### src/rtl/i2c_unstick_pkg.sv
package i2c_unstick_pkg;
  typedef enum logic [2:0] {
    ST_IDLE   = 3'd0,
    ST_CLK_LO = 3'd1,
    ST_CLK_HI = 3'd2,
    ST_STP_LO = 3'd3,
    ST_STP_HI = 3'd4
  } seq_state_e;
endpackage

### src/rtl/unstick_sync.sv
module unstick_sync #(
  parameter int   STAGES  = 2,
  parameter logic RST_VAL = 1'b1
) (
  input  logic clk,
  input  logic rst_n,
  input  logic d,
  output logic q
);
  logic [STAGES-1:0] chain_q;

  generate
    if (STAGES == 1) begin : g_one
      always_ff @(posedge clk or negedge rst_n) begin
        if (!rst_n) chain_q <= RST_VAL;
        else        chain_q <= d;
      end
    end else begin : g_many
      always_ff @(posedge clk or negedge rst_n) begin
        if (!rst_n) chain_q <= {STAGES{RST_VAL}};
        else        chain_q <= {chain_q[STAGES-2:0], d};
      end
    end
  endgenerate

  assign q = chain_q[STAGES-1];
endmodule

### src/rtl/unstick_bus_monitor.sv
module unstick_bus_monitor (
  input  logic clk,
  input  logic rst_n,
  input  logic scl_s,
  input  logic sda_s,
  input  logic mask,
  input  logic clr,
  output logic busy
);
  logic scl_p_q, sda_p_q, busy_q, busy_d;
  logic start_seen, stop_seen;

  assign start_seen = !mask && scl_s && scl_p_q && sda_p_q && !sda_s;
  assign stop_seen  = !mask && scl_s && scl_p_q && !sda_p_q && sda_s;

  always_comb begin
    busy_d = busy_q;
    if (start_seen)             busy_d = 1'b1;
    else if (stop_seen || clr)  busy_d = 1'b0;
  end

  always_ff @(posedge clk or negedge rst_n) begin
    if (!rst_n) begin
      scl_p_q <= 1'b1;
      sda_p_q <= 1'b1;
      busy_q  <= 1'b0;
    end else begin
      scl_p_q <= scl_s;
      sda_p_q <= sda_s;
      busy_q  <= busy_d;
    end
  end

  assign busy = busy_q;
endmodule

### src/rtl/unstick_seq.sv
module unstick_seq
  import i2c_unstick_pkg::*;
#(
  parameter int MAX_PULSES = 8,
  parameter int HALF_TICKS = 2
) (
  input  logic clk,
  input  logic rst_n,
  input  logic go,
  input  logic tick,
  input  logic sda_s,
  output logic scl_dl,
  output logic sda_dl,
  output logic active,
  output logic done,
  output logic freed,
  output logic timeout,
  output logic clr_busy
);
  localparam int PW = $clog2(MAX_PULSES + 1);
  localparam int HW = (HALF_TICKS > 1) ? $clog2(HALF_TICKS) : 1;
  localparam logic [HW-1:0] HALF_LAST  = HW'(HALF_TICKS - 1);
  localparam logic [PW-1:0] PULSE_LAST = PW'(MAX_PULSES - 1);

  seq_state_e      state_q, state_d;
  logic [HW-1:0]   ph_q, ph_d;
  logic [PW-1:0]   np_q, np_d;
  logic            done_q, done_d;
  logic            freed_q, freed_d;
  logic            to_q, to_d;
  logic            half_end;

  assign half_end = tick && (ph_q == HALF_LAST);

  always_comb begin
    state_d = state_q;
    ph_d    = ph_q;
    np_d    = np_q;
    freed_d = freed_q;
    to_d    = to_q;
    done_d  = 1'b0;
    if (state_q != ST_IDLE && tick) begin
      ph_d = half_end ? '0 : ph_q + HW'(1);
    end
    case (state_q)
      ST_IDLE: begin
        if (go) begin
          state_d = ST_CLK_LO;
          ph_d    = '0;
          np_d    = '0;
          freed_d = 1'b0;
          to_d    = 1'b0;
        end
      end
      ST_CLK_LO: if (half_end) state_d = ST_CLK_HI;
      ST_CLK_HI: begin
        if (half_end) begin
          np_d = np_q + PW'(1);
          if (sda_s) begin
            state_d = ST_STP_LO;
          end else if (np_q == PULSE_LAST) begin
            state_d = ST_IDLE;
            to_d    = 1'b1;
            done_d  = 1'b1;
          end else begin
            state_d = ST_CLK_LO;
          end
        end
      end
      ST_STP_LO: if (half_end) state_d = ST_STP_HI;
      ST_STP_HI: begin
        if (half_end) begin
          state_d = ST_IDLE;
          freed_d = 1'b1;
          done_d  = 1'b1;
        end
      end
      default: state_d = ST_IDLE;
    endcase
  end

  always_ff @(posedge clk or negedge rst_n) begin
    if (!rst_n) begin
      state_q <= ST_IDLE;
      ph_q    <= '0;
      np_q    <= '0;
      done_q  <= 1'b0;
      freed_q <= 1'b0;
      to_q    <= 1'b0;
    end else begin
      state_q <= state_d;
      ph_q    <= ph_d;
      np_q    <= np_d;
      done_q  <= done_d;
      freed_q <= freed_d;
      to_q    <= to_d;
    end
  end

  assign scl_dl   = (state_q == ST_CLK_LO) || (state_q == ST_STP_LO);
  assign sda_dl   = (state_q == ST_STP_LO) || (state_q == ST_STP_HI);
  assign active   = (state_q != ST_IDLE);
  assign done     = done_q;
  assign freed    = freed_q;
  assign timeout  = to_q;
  assign clr_busy = done_q && freed_q;
endmodule

### src/rtl/i2c_bus_unstick.sv
module i2c_bus_unstick #(
  parameter int MAX_PULSES  = 8,
  parameter int HALF_TICKS  = 2,
  parameter int SYNC_STAGES = 2
) (
  input  logic clk,
  input  logic rst_n,
  input  logic recover_go,
  input  logic tick,
  input  logic scl_in,
  input  logic sda_in,
  output logic scl_drive_low,
  output logic sda_drive_low,
  output logic line_scl,
  output logic line_sda,
  output logic bus_busy,
  output logic sda_freed,
  output logic recover_done,
  output logic sda_stuck_timeout
);
  logic rst_sync_n;
  logic scl_s, sda_s;
  logic seq_active, clr_busy;

  unstick_sync #(.STAGES(2), .RST_VAL(1'b0)) u_rst_sync (
    .clk(clk), .rst_n(rst_n), .d(1'b1), .q(rst_sync_n));

  unstick_sync #(.STAGES(SYNC_STAGES), .RST_VAL(1'b1)) u_scl_sync (
    .clk(clk), .rst_n(rst_sync_n), .d(scl_in), .q(scl_s));

  unstick_sync #(.STAGES(SYNC_STAGES), .RST_VAL(1'b1)) u_sda_sync (
    .clk(clk), .rst_n(rst_sync_n), .d(sda_in), .q(sda_s));

  unstick_bus_monitor u_mon (
    .clk(clk), .rst_n(rst_sync_n), .scl_s(scl_s), .sda_s(sda_s),
    .mask(seq_active), .clr(clr_busy), .busy(bus_busy));

  unstick_seq #(.MAX_PULSES(MAX_PULSES), .HALF_TICKS(HALF_TICKS)) u_seq (
    .clk(clk), .rst_n(rst_sync_n), .go(recover_go), .tick(tick),
    .sda_s(sda_s), .scl_dl(scl_drive_low), .sda_dl(sda_drive_low),
    .active(seq_active), .done(recover_done), .freed(sda_freed),
    .timeout(sda_stuck_timeout), .clr_busy(clr_busy));

  assign line_scl = scl_s;
  assign line_sda = sda_s;
endmodule

### config.mk
export PLATFORM = sky130hd
export DESIGN_NAME = i2c_bus_unstick
export DESIGN_NICKNAME = d
export VERILOG_FILES = /design/src/rtl/i2c_unstick_pkg.sv /design/src/rtl/unstick_sync.sv /design/src/rtl/unstick_bus_monitor.sv /design/src/rtl/unstick_seq.sv /design/src/rtl/i2c_bus_unstick.sv
export SDC_FILE = /design/constraint.sdc
export NUM_CORES = 1
export LEC_CHECK = 0
export BUFFER_PORTS_ARGS = -buffer_cell sky130_fd_sc_hd__buf_2
export CORE_MARGIN = 2
export CORE_UTILIZATION = 55
export CTS_CLUSTER_DIAMETER = 80
export DETAILED_ROUTE_END_ITERATION = 16
export PLACE_DENSITY = 0.78
export SLEW_MARGIN = 20
export SYNTH_ARGS = -nofsm -noshare
export SYNTH_HDL_FRONTEND = slang
export SYNTH_SLANG_ARGS = --single-unit
### constraint.sdc
create_clock -name clk -period 1.8 [get_ports clk]
set_clock_uncertainty 0.15 [all_clocks]
set_input_delay 0.18 -clock clk [delete_from_list [all_inputs] [get_ports clk]]
set_output_delay 0.18 -clock clk [all_outputs]
set_load 0.01 [all_outputs]
==> summary.md, run 1 <==
| Metric | Value |
|---|---|
| Fmax | `610 MHz` |
| RSZ-0062 raised after global routing | `no` |
| CP Data Arrival Time | `1.71 ns` |
| CP Class | `reg -> reg` |
| Met3 Usage GRT | `0.0600` |
| P&R area growth vs syn | `18.9%` |
| Fin crit period | `1.64 ns` |
| WL final | `1680 um` |
| Row Count | `14` |
| Final core utilization | `0.713` |
| Vias/cell | `6.03` |
| Yosys cell types | `35` |
| Pwr/cell area | `1410 nW/um^2` |
| Global route overflow | `0` |
| Initial Utilization | `0.599` |
| Worst Hold Class | `in -> async` |
| Reg2Reg Depth | `4` |
| Seq cells post-synth | `20` |
| Pins Over Slew Limit | `0` |
| First-pass GRT wire length | `2990 um` |
| Critical R2R Launch | `u_seq.np_q[0]` |
| Final ANT Viol Nets | `0` |
| Antenna violations before repair | `0` |
| Sequential fraction of the synthesis area | `0.556` |
| Nets | `105` |
| Synthesized area per cell | `11.7 um^2` |
| Clock buffer count from CTS | `3` |
| Tot Pwr | `1.53 mW` |
| Drt pass-1 iters | `4` |
| Reg clk slew, reported paths | `0.11 ns` |
| EDFF count, synth | `0` |
| Most used routing layer | `met2` |
| CP max FO | `4` |
| Clk_lat worst skew | `0.30 ns` |
| Number of global-route vias before repair | `664` |
| Setup ws final | `0.159 ns` |
| GRT Overall Usage | `0.209` |
| Core area | `1520 um^2` |
| CTS root buffer | `clkbuf_4` |
| Ys Warns | `0` |
| # clock sinks | `20` |
| Nature of the critical path startpoint | `register` |
| Period utilisation layout | `0.911` |
| Leak Pwr | `0.482 nW` |
| Slew headroom | `0.545` |
| Vias | `681` |
| PortBufs | `13` |
| GPL Wtd Cong | `0.830` |
| N_diodes | `0` |
| Post-Syn Instances | `78` |
| Die width | `44.8 um` |
| Mapped Area | `913 um^2` |
| Placed cell count | `106` |
| CP startpoint | `u_seq.np_q[0]` |
| Commonest non-fill, non-tap cells in the layout | `dfrtp_1 (14), buf_2 (13), dfstp_2 (6), nand2_1 (5)` |
| Post-DP HPWL | `1180 um` |
| Hold Vio Cnt, Final | `0` |
| Finished Layout Cells | `113` |
| Largest net degree at the start of global routing | `19` |
| Critical Path Sink Type | `register` |
| Io pins | `14` |
| R2R setup slack | `0.16 ns` |
| Crit path required time | `1.87 ns` |
| WL/cell | `14.9 um` |
| Max Cap Violations | `0` |
| Drt initial violations | `23` |
| Worst Tran Pin Value | `0.682 ns` |
| Synth Flop Type | `dfrtp_1` |
| # setup viols final | `0` |
| Setup WS pre-CTS | `0.182 ns` |
| Peak supply drop | `0.797 mV` |
| Mapped Nets | `85` |
| Clock Path Buffers | `2` |
| Setup_tns | `0 ns` |
| Drc violations | `0` |
| Status | `complete, no violations` |
| GR Util met2 | `0.345` |
| Total die area | `2000 um^2` |
| Layout cells sized above 1 | `0.330` |
| Die height | `44.8 um` |
| H-tree depth | `1` |
| Post-CTS Setup Bufs | `0` |
| Commonest non-fill, non-tap cell in the layout | `dfrtp_1` |
| TritonCTS clock tree | `done` |
| GR met1 Demand/Resource | `0.269` |
| Worst r2r dst | `u_seq.state_q[0]` |
| Asr flop ratio synth | `1.00` |
-- metal layers --
layer  share of wire  vias to the layer above
li1                -                      325
met4          0.0036                        0
met1            0.45                      334
met5               0                        -
met2            0.50                       20
met3           0.046                        2
-- power by group --
| part | total (mW) | internal, mW | switching (mW) | leakage, nW |
|---|---|---|---|---|
| Sequential | 0.655 | 0.541 | 0.114 | 0.240 |
| Combinational | 0.518 | 0.244 | 0.274 | 0.214 |
| Clock | 0.357 | 0.225 | 0.132 | 0.0279 |
-- synthesized netlist by cell type (2+ instances only) --
| cell type | n | area share |
|---|---|---|
| nand2_1 | 5 | 0.021 |
| o2bb2ai_1 | 4 | 0.038 |
| nor2_1 | 3 | 0.012 |
| nand3_1 | 4 | 0.022 |
| nand3b_1 | 2 | 0.016 |
| dfstp_2 | 6 | 0.17 |
| dfrtp_1 | 14 | 0.38 |
| a22o_1 | 3 | 0.029 |
| mux2i_1 | 2 | 0.022 |
| inv_1 | 2 | 0.0082 |
| nor2b_1 | 2 | 0.014 |
| buf_2 | 4 | 0.022 |
| o21ai_0 | 4 | 0.022 |
| a21oi_1 | 2 | 0.011 |
-- cells by family after synthesis --
kind of cell / synth area share
buffers and inverters: 0.0301
muxes: 0.0219
other: 0.00411
adders and majority gates: 0.0137
xor gates and xnor gates: 0.00959
DFF: 0.556
AOI/OAI and AO/OA: 0.185
and+or+nand+nor: 0.179
-- worst max path at each step --
stage / end / slack, ns / cells past startpoint
floorplan: u_seq.state_q[0] / 0.25 / 4
global placement: u_seq.state_q[0] / 0.23 / 4
detailed placement: u_seq.state_q[0] / 0.18 / 4
CTS: sda_drive_low / 0.08 / 5
global route: sda_drive_low / 0.06 / 5
finish: u_seq.state_q[0] / 0.16 / 4
-- through the flow --
step           hold slack, ns  instance area [um^2]
2_1_floorplan          -0.266                   913
3_3_place_gp           -0.186                  1000
3_5_place_dp           -0.183                  1000
4_1_cts               0.00922                  1080
5_1_grt                0.0182                  1090
6_report               0.0244                  1090
-- critical path, cell delays in order (launching register included) --
cell,delay [ns]
dfrtp_1,0.44
ha_1,0.24
nor4bb_4,0.16
or3_1,0.36
a221oi_2,0.20
-- cell type report --
type / count / area (um^2)
sequential: 20 / 508
fill: 113 / 438
multi-input combinational: 52 / 380
timing repair buffer: 19 / 118
clock inverter: 1 / 30.0
clock buffer: 3 / 22.5
tap: 16 / 20.0
inverter: 2 / 7.51
-- state kept, by name, summed over array words and instances, names as in the netlist, 2 cells and up --
signal,count
u_seq.np_q,4
u_seq.state_q,3
u_rst_sync.chain_q,2
u_scl_sync.chain_q,2
u_sda_sync.chain_q,2
-- what timing repair did --
action / CTS / global route
gates resized for setup: 0 / 1
hold endpoints to repair: 4 / 0
setup endpoints to repair: 0 / 1
hold buffers: 3 / 0
Note: power is estimated with default switching activity, not from simulation.
==> run 2: changes to the inputs <==
--- a/config.mk
+++ b/config.mk
@@ -11,7 +11,8 @@
 export CTS_CLUSTER_DIAMETER = 80
 export DETAILED_ROUTE_END_ITERATION = 16
 export PLACE_DENSITY = 0.78
-export SLEW_MARGIN = 20
+export RECOVER_POWER = 100
+export SLEW_MARGIN = 30
 export SYNTH_ARGS = -nofsm -noshare
 export SYNTH_HDL_FRONTEND = slang
 export SYNTH_SLANG_ARGS = --single-unit
==> run 2 against run 1 <==
  * Die area did not move
  * Critical path depth did not move
  * Fmax fell by 2.3%
  * Register-to-register slack got worse by 0.04 ns
  * Wire length rose by 0.59%
  * Critical path type unchanged
  * Sequential cell count did not move
  * Global-route usage did not move
==> summary.md, run 2 (same netlist as run 1, synthesis figures left out) <==
| Metric | Value |
|---|---|
| Status | `complete, no violations` |
| Crit path required time | `1.85 ns (-0.02 ns)` |
| Seq. cell area | `508 um^2 (unchanged)` |
| Buffers & Inverters on Critical Path | `0 (unchanged)` |
| Period utilisation layout | `0.933 (+0.0212)` |
| Clock Path Buffers | `2 (unchanged)` |
| WL/cell | `15.0 um (+0.59%)` |
| Pins Over Slew Limit | `0 (unchanged)` |
| Worst Hold Class | `in -> async` |
| Fmax | `596 MHz (-2.3%)` |
| Nets | `105 (unchanged)` |
| Multi-input logic area | `353 um^2 (-7.2%)` |
| Largest Register | `u_seq.np_q` |
| Leak Pwr | `0.443 nW (-8.1%)` |
| Final ANT Viol Nets | `0 (unchanged)` |
| CP max FO | `4 (unchanged)` |
| WL final | `1690 um (+0.59%)` |
| Drc violations | `0 (unchanged)` |
| GPL Wtd Cong | `0.830 (unchanged)` |
| Global route overflow | `0 (unchanged)` |
| Commonest non-fill, non-tap cells in the layout | `dfrtp_1 (14), clkbuf_1 (10), nand2_1 (5), o21ai_0 (5)` |
| Post-CTS Setup Bufs | `0 (unchanged)` |
| Clk pwr share | `0.241 (+0.008)` |
| Hold slack | `0.0282 ns (+0.00376 ns)` |
| Number of global-route vias before repair | `664 (unchanged)` |
| Peak supply drop | `0.751 mV (-5.8%)` |
| CTS root buffer | `clkbuf_4` |
| Finished Layout Cells | `113 (unchanged)` |
| Fin crit period | `1.68 ns (+0.0382 ns)` |
| Setup WS pre-CTS | `0.182 ns (unchanged)` |
| Commonest non-fill, non-tap cell in the layout | `dfrtp_1` |
| GRT Overall Usage | `0.209 (unchanged)` |
| Setup_tns | `0 ns (unchanged)` |
| Row Count | `14 (unchanged)` |
| Drt pass-1 iters | `4 (unchanged)` |
| Max Cap Violations | `0 (unchanged)` |
| Sequential group share of total power | `0.438 (+0.010)` |
| PortBufs | `13 (unchanged)` |
| Hold Vio Cnt, Final | `0 (unchanged)` |
| Post-DP HPWL | `1180 um (unchanged)` |
| Core area | `1520 um^2 (unchanged)` |
| Drt initial violations | `24 (+4.3%)` |
| First-pass GRT wire length | `2990 um (unchanged)` |
| Placed cell count | `106 (unchanged)` |
| Clock buffer count from CTS | `3 (unchanged)` |
| Layout cells sized above 1 | `0.165 (-0.165)` |
| CP Data Arrival Time | `1.73 ns (+0.02 ns)` |
| Setup ws final | `0.121 ns (-0.0382 ns)` |
| R2R setup slack | `0.12 ns (-0.04 ns)` |
| Reg clk slew, reported paths | `0.11 ns (about the same)` |
| Slew headroom | `0.544 (-0.000869)` |
| Fillers | `127 (+12%)` |
| Total die area | `2000 um^2 (unchanged)` |
| # clock sinks | `20 (unchanged)` |
| H-tree depth | `1 (unchanged)` |
| Max reg flops | `4 (unchanged)` |
| Antenna violations before repair | `0 (unchanged)` |
| CP Class | `reg -> reg` |
| # setup viols final | `0 (unchanged)` |
| Vias/cell | `6.05 (+0.44%)` |
| Crit-path cells | `ha_1 -> nor4bb_1 -> nand3b_1 -> a211oi_1` |
| Switching power | `511 uW (-1.8%)` |
| Nature of the critical path startpoint | `register` |
| P&R area growth vs syn | `14.2%` |
| Family with the most delay on the worst path | `simple AND/OR/NAND/NOR gates` |
| Biggest regs | `u_seq.np_q (4), u_seq.state_q (3)` |
| Pwr/cell area | `1420 nW/um^2 (+0.69%)` |
| Die width | `44.8 um (unchanged)` |
| Largest net degree at the start of global routing | `19 (unchanged)` |
| Clk_lat worst skew | `0.30 ns (about the same)` |
| Final core utilization | `0.685 (-0.0279)` |
| Io pins | `14 (unchanged)` |
| Die height | `44.8 um (unchanged)` |
| Combinational power share | `0.321 (-0.018)` |
| TritonCTS clock tree | `done` |
| Switching Share | `0.345 (+0.00525)` |
| N_diodes | `0 (unchanged)` |
| Int Pwr | `970 uW (-4.0%)` |
| Vias | `684 (+0.44%)` |
| CP max stage cell | `dfrtp_1` |
| Critical Path Sink Type | `register` |
| Initial Utilization | `0.599 (unchanged)` |
| Worst path max stage delay | `0.44 ns (about the same)` |
| RSZ-0062 raised after global routing | `no` |
| Worst Tran Pin Value | `0.683 ns (+0.00130 ns)` |
## run 2: changes by cell type in the layout (fill, tap and decap cells not counted), moves of 2 or more
cell,before,now
dfstp_2,6,4
clkbuf_1,0,10
buf_2,13,4
dfstp_1,0,2
## run 2: what timing repair did
item	in CTS	in global routing
hold endpoints to repair	4	0
endpoints found under the setup margin	0	1
gates resized for setup	0	1
hold buffers	3	0
## run 2: metal layers
layer,GRT usage,up-vias,part of all wire
met1,0.269,333,0.46
met2,0.345,25,0.49
met5,0,-,0
met4,0.0545,0,0
met3,0.0600,0,0.052
li1,-,326,-
## run 2: through the flow
stage	total power, mW	instance area [um^2]
floorplan	1.01	913
global placement	1.14	1000
detailed placement	1.17	1000
CTS	1.53	1080
global route	1.58	1040
finish	1.48	1040
## run 2: path summary, 6_finish.rpt
kind | startpoint | end | depth (start not counted)
worst max-delay path | u_seq.np_q[0] | u_seq.done | 4
worst min-delay path | rst_n | u_rst_sync.chain_q[1] | 2
worst max register to register | u_seq.np_q[0] | u_seq.done | 4
worst min register to register | u_rst_sync.chain_q[1] | u_seq.ph_q | 0
max in group asynchronous | u_rst_sync.chain_q[1] | u_seq.state_q[1] | 0
min in group clk | recover_go | u_seq.timeout | 3
## run 2: layout make-up
class | instances | area share
Multi-Input combinational cell | 52 | 0.338
Clock inverter | 1 | 0.0288
Clock buffer | 3 | 0.0216
Timing Repair Buffer | 19 | 0.0983
Tap cell | 16 | 0.0192
Sequential cell | 20 | 0.487
Inverter | 2 | 0.00719
## run 2: power by group through the flow
stage               clock network, mW  registers, mW  logic (mW)
floorplan                           0          0.632       0.383
global placement                    0          0.651       0.491
global route                    0.383          0.667       0.527
CTS                             0.365          0.651       0.518
detailed placement                  0          0.659       0.507
finish                          0.357          0.649       0.475
## run 2: worst reg2reg max path, delay by kind of cell, from the launching register on
family	cells	cell delay, ns
AO/OA/AOI/OAI	1	0.26
adder cells (fa/ha/maj)	1	0.19
flip-flops	1	0.44
AND/OR/NAND/NOR	2	0.54
